### src/rtl/phead_guard_pkg.sv
package phead_guard_pkg;
   localparam int unsigned NUM_STRB = 4;
   localparam int unsigned CTRL_W   = NUM_STRB + 2;

   typedef struct packed {
      logic                supply;
      logic                load;
      logic [NUM_STRB-1:0] strb;
   } ctrl_word_t;
endpackage

### src/rtl/phead_ctrl_latch.sv
module phead_ctrl_latch
   import phead_guard_pkg::*;
(
   input  logic       clk,
   input  logic       rst,
   input  logic       wr_en,
   input  ctrl_word_t wr_word,
   output ctrl_word_t word_q
);
   always_ff @(posedge clk) begin
      if (rst)        word_q <= '0;
      else if (wr_en) word_q <= wr_word;
   end
endmodule

### src/rtl/phead_wdog.sv
module phead_wdog #(
   parameter int unsigned LIMIT = 6,
   parameter int unsigned CNT_W = 4
) (
   input  logic clk,
   input  logic rst,
   input  logic active,
   input  logic tick,
   output logic trip_q
);
   localparam logic [CNT_W-1:0] LIMIT_V = CNT_W'(LIMIT);
   localparam logic [CNT_W-1:0] ONE_V   = CNT_W'(1);

   initial begin
      if (LIMIT < 1) $error("phead_wdog: LIMIT must be at least 1");
      if (LIMIT >= (1 << CNT_W)) $error("phead_wdog: LIMIT does not fit CNT_W");
   end

   logic [CNT_W-1:0] cnt_q;
   logic [CNT_W-1:0] cnt_nx;

   assign cnt_nx = cnt_q + ONE_V;

   always_ff @(posedge clk) begin
      if (rst || !active) begin
         cnt_q  <= '0;
         trip_q <= 1'b0;
      end else if (tick && !trip_q) begin
         cnt_q <= cnt_nx;
         if (cnt_nx == LIMIT_V) trip_q <= 1'b1;
      end
   end
endmodule

### src/rtl/phead_out_gate.sv
module phead_out_gate #(
   parameter int unsigned N         = 4,
   parameter bit          PF_ACT_HI = 1'b1
) (
   input  logic [N-1:0] strb_in,
   input  logic         supply_in,
   input  logic         trip,
   input  logic         pf_raw,
   output logic [N-1:0] strb_out,
   output logic         supply_out
);
   logic pf_on;
   logic kill;

   generate
      if (PF_ACT_HI) begin : g_pf_hi
         assign pf_on = pf_raw;
      end else begin : g_pf_lo
         assign pf_on = ~pf_raw;
      end
   endgenerate

   assign kill = trip | pf_on;

   for (genvar i = 0; i < N; i++) begin : g_strb
      assign strb_out[i] = strb_in[i] & ~kill;
   end

   assign supply_out = supply_in & ~kill;
endmodule

### src/rtl/phead_guard.sv
module phead_guard
   import phead_guard_pkg::*;
#(
   parameter int unsigned TRIP_TICKS = 6,
   parameter int unsigned TCNT_W     = 4,
   parameter bit          PF_ACT_HI  = 1'b1
) (
   input  logic                clk,
   input  logic                rst,
   input  logic                wr_en,
   input  logic [CTRL_W-1:0]   wr_data,
   input  logic                tick,
   input  logic                pwr_fail,
   output logic [CTRL_W:0]     rd_data,
   output logic [NUM_STRB-1:0] strobe_o,
   output logic                load_o,
   output logic                supply_en_o,
   output logic                tripped_o
);
   initial begin
      if (NUM_STRB < 1) $error("phead_guard: need at least one strobe");
   end

   ctrl_word_t word_q;
   logic       trip;

   phead_ctrl_latch u_latch (
      .clk     (clk),
      .rst     (rst),
      .wr_en   (wr_en),
      .wr_word (ctrl_word_t'(wr_data)),
      .word_q  (word_q)
   );

   phead_wdog #(.LIMIT(TRIP_TICKS), .CNT_W(TCNT_W)) u_wdog (
      .clk    (clk),
      .rst    (rst),
      .active (|word_q.strb),
      .tick   (tick),
      .trip_q (trip)
   );

   phead_out_gate #(.N(NUM_STRB), .PF_ACT_HI(PF_ACT_HI)) u_gate (
      .strb_in    (word_q.strb),
      .supply_in  (word_q.supply),
      .trip       (trip),
      .pf_raw     (pwr_fail),
      .strb_out   (strobe_o),
      .supply_out (supply_en_o)
   );

   assign load_o    = word_q.load;
   assign tripped_o = trip;
   assign rd_data   = {trip, word_q};
endmodule

### config.mk
export PLATFORM = sky130hd
export DESIGN_NAME = phead_guard
export DESIGN_NICKNAME = d
export VERILOG_FILES = /design/src/rtl/phead_guard_pkg.sv /design/src/rtl/phead_ctrl_latch.sv /design/src/rtl/phead_wdog.sv /design/src/rtl/phead_out_gate.sv /design/src/rtl/phead_guard.sv
export SDC_FILE = /design/constraint.sdc
export NUM_CORES = 1
export LEC_CHECK = 0
export ABC_AREA = 1
export BUFFER_PORTS_ARGS = -buffer_cell sky130_fd_sc_hd__buf_2
export CORE_AREA = 2 2 39 41
export CTS_CLUSTER_SIZE = 30
export DETAILED_ROUTE_END_ITERATION = 12
export DIE_AREA = 0 0 41 43
export HOLD_SLACK_MARGIN = 0.12
export PLACE_DENSITY = 0.67
export REMOVE_ABC_BUFFERS = 1
export SLEW_MARGIN = 5
export SYNTH_ARGS = -nofsm -noshare
export SYNTH_HDL_FRONTEND = slang
export SYNTH_SLANG_ARGS = --single-unit
export TNS_END_PERCENT = 5
### constraint.sdc
create_clock -name clk -period 3.15 [get_ports clk]
set_input_delay 0 -clock clk [delete_from_list [all_inputs] [get_ports clk]]
set_output_delay 0 -clock clk [all_outputs]
set_load 0.1 [all_outputs]
==> out/qor.csv <==
metric,value,unit
status,"finished, final reports clean",
synth_seq_area_share,41.3,%
dp_hpwl,816,um
critPathMaxStageDelay,0.43,ns
synth_top_cell_area_share,41.3,%
cts_resized,0,
synth_warnings,0,
antenna_found_initial,0,
critical_path_peak_fanout,5,
vdd_drop_max,240,uV
nNetsFinal,125,
post-route-util,58.0,%
slowest_stage,buf_2,
drt-initial-drc-count,6,
final_cell_mix,"24 x buf_2, 13 x dlygate4sd3_1, 12 x inv_1, 11 x nor2_1, 11 x dfxtp_1",
worstPathArrival,1.54,ns
fmax,649,MHz
postCtsSetupBuffers,0,
worstPathRequired,3.15,ns
fin_tns_setup,0,ns
grt_usage,17.8,%
cp_top_family,simple AND/OR/NAND/NOR gates,
drtAntennaViolNets,0,
grtUsageMet2,28.4,%
wl,1.25,mm
htreeDepth,1,
fin_crit_sh,48.9,%
cp-end-kind,output port,
grt_first_pass_wirelength,2.16,mm
ys_types,18,
multi_input_area,236,um^2
cts_tree,yes,
synthCells,74,
ios,25,
internal_power,226,uW
clock_skew,0.00166,ns
final_cell_area,802,um^2
power_density,461,nW/um^2
grtUsageMet1,19.7,%
start_util,38.5,%
finalSetupViolations,0,
tightest_slew,0.494,ns
pwr-share-seq,41.0,%
grt-busiest-layer,met2,
cts_buffers,3,
seq_area,220,um^2
area_growth,50.5,%
num_vias,582,
grt_pass1_vias,566,
drive_gt1_share,27.9,%
cts.path.max_buffers,2,
synthTopCellsByArea,"dfxtp_1 41%, inv_1 8.5%, nor2_1 7.7%",
crit_chain,or2_2 -> nor2_1 -> buf_2,
min_to,u_latch.word_q[2],
port_buffers,24,
routed_via_density,4.58,
power_frac_clock,25.8,%
crit_buf_inv,1,
fin_crit,1.54,ns
ys_ff_latch,11,
startpoint_type,flip-flop,
worst-r2r-cell-count,3,
p_comb_share,33.2,%
wl_per_cell,9.85,um
cap_violations,0,
placed_cell_area,646,um^2
overflow,0,
die_y,43,um
grt_use_met3,5.24,%
antenna_cells,0,
final_max_slew_viol_count,0,
yosysTopAreaCell,dfxtp_1,
core-area,1380,um^2
syn_avg_cell_area,7.20,um^2
min_from,wr_en,
clk_latency,0.27,ns
path_class,flip-flop to output port,
switching_share,38.7,%
fillers,134,
die_w,41,um
cts_root_buffer,clkbuf_4,
drc,0,
p_leak,0.000392,uW
grt_max_degree,12,
hold_depth,3,
switching_power,143,uW
syn-cell-area,533,um^2
timing.rr.start,u_latch.word_q[4],
max_slew_margin,67.3,%
dieArea,1760,um^2
routabilityCongestion,0.633,
rows,14,
hp-class,input port to flip-flop,
clock_sinks,11,
first_pass_iters,4,
finalHoldViolCount,0,
hold_buffers,13,
path_clk_slew,0.07,ns
final_common_cell,buf_2,
reg2reg_to,u_latch.word_q[4],
r2r_slack,1.97,ns
rsz0062_at_grt,false,
[final cells by class]
type | instances | area share, %
Clock buffer | 4 | 3.28
Inverter | 13 | 6.08
Multi-Input combinational cell | 46 | 29.5
Sequential cell | 11 | 27.5
Tap cell | 16 | 2.50
Timing Repair Buffer | 37 | 31.2
[state kept, by name, summed over array words and instances (netlist names)]
register / flops
u_wdog.cnt_q: 4
u_wdog.trip_q: 1
u_latch.word_q: 6
[routing by layer]
| layer | up-vias | routed length [um] |
|---|---|---|
| met4 | 0 | 32 |
| met3 | 5 | 92 |
| met2 | 22 | 610 |
| met5 | - | 0 |
| met1 | 253 | 516 |
| li1 | 302 | - |
[through the flow]
stage | hold WS, ns | power (uW) | worst slack (ns) | std cells
after floorplan | 0.135 | 243 | 0.250 | 70
after global placement | 0.225 | 262 | 1.95 | 110
after detailed placement | 0.240 | 263 | 1.93 | 110
after CTS | 0.126 | 370 | 1.63 | 127
after global routing | 0.154 | 388 | 1.56 | 127
final | 0.126 | 369 | 1.61 | 127
[worst min-delay path: stages]
cell and delay, ns:
buf_2 0.09, inv_1 0.12, a21oi_1 0.15
[cells in the mapped netlist (all sizes together)]
cell    n
a21oi   8
buf     4
dfxtp  11
ha      2
inv    13
nand2  10
nand3   3
nand4   1
nor2   12
o21ai   7
or2     2
xnor2   1
[how the worst max path moves through the flow]
stage,from,endpoint,slack [ns],cells after the start
global route,u_wdog.trip_q,strobe_o[2],1.56,3
CTS,u_wdog.trip_q,strobe_o[0],1.63,3
finish,u_wdog.trip_q,supply_en_o,1.61,3
detailed placement,u_wdog.trip_q,strobe_o[0],1.93,3
floorplan,u_wdog.trip_q,strobe_o[0],0.25,2
global placement,u_wdog.trip_q,strobe_o[2],1.95,3
[kinds of logic (layout without fill, tap and decap cells)]
family	after synthesis	after routing	synth area share, %
buf+inv	17	54	14.3
compound gates	15	15	14.8
simple gates	28	28	23.2
fa+ha+maj	2	2	4.69
flops	11	11	41.3
xor+xnor	1	1	1.64
[power by group through the flow]
| stage | Combinational [uW] | Clock (uW) | Sequential (uW) |
|---|---|---|---|
| 3_3_place_gp | 107 | 0 | 155 |
| 4_1_cts | 122 | 96.5 | 152 |
| 2_1_floorplan | 43.7 | 0 | 199 |
| 3_5_place_dp | 108 | 0 | 155 |
| 5_1_grt | 129 | 106 | 153 |
| 6_report | 123 | 95.3 | 152 |
(Power assumes the default switching activity.)
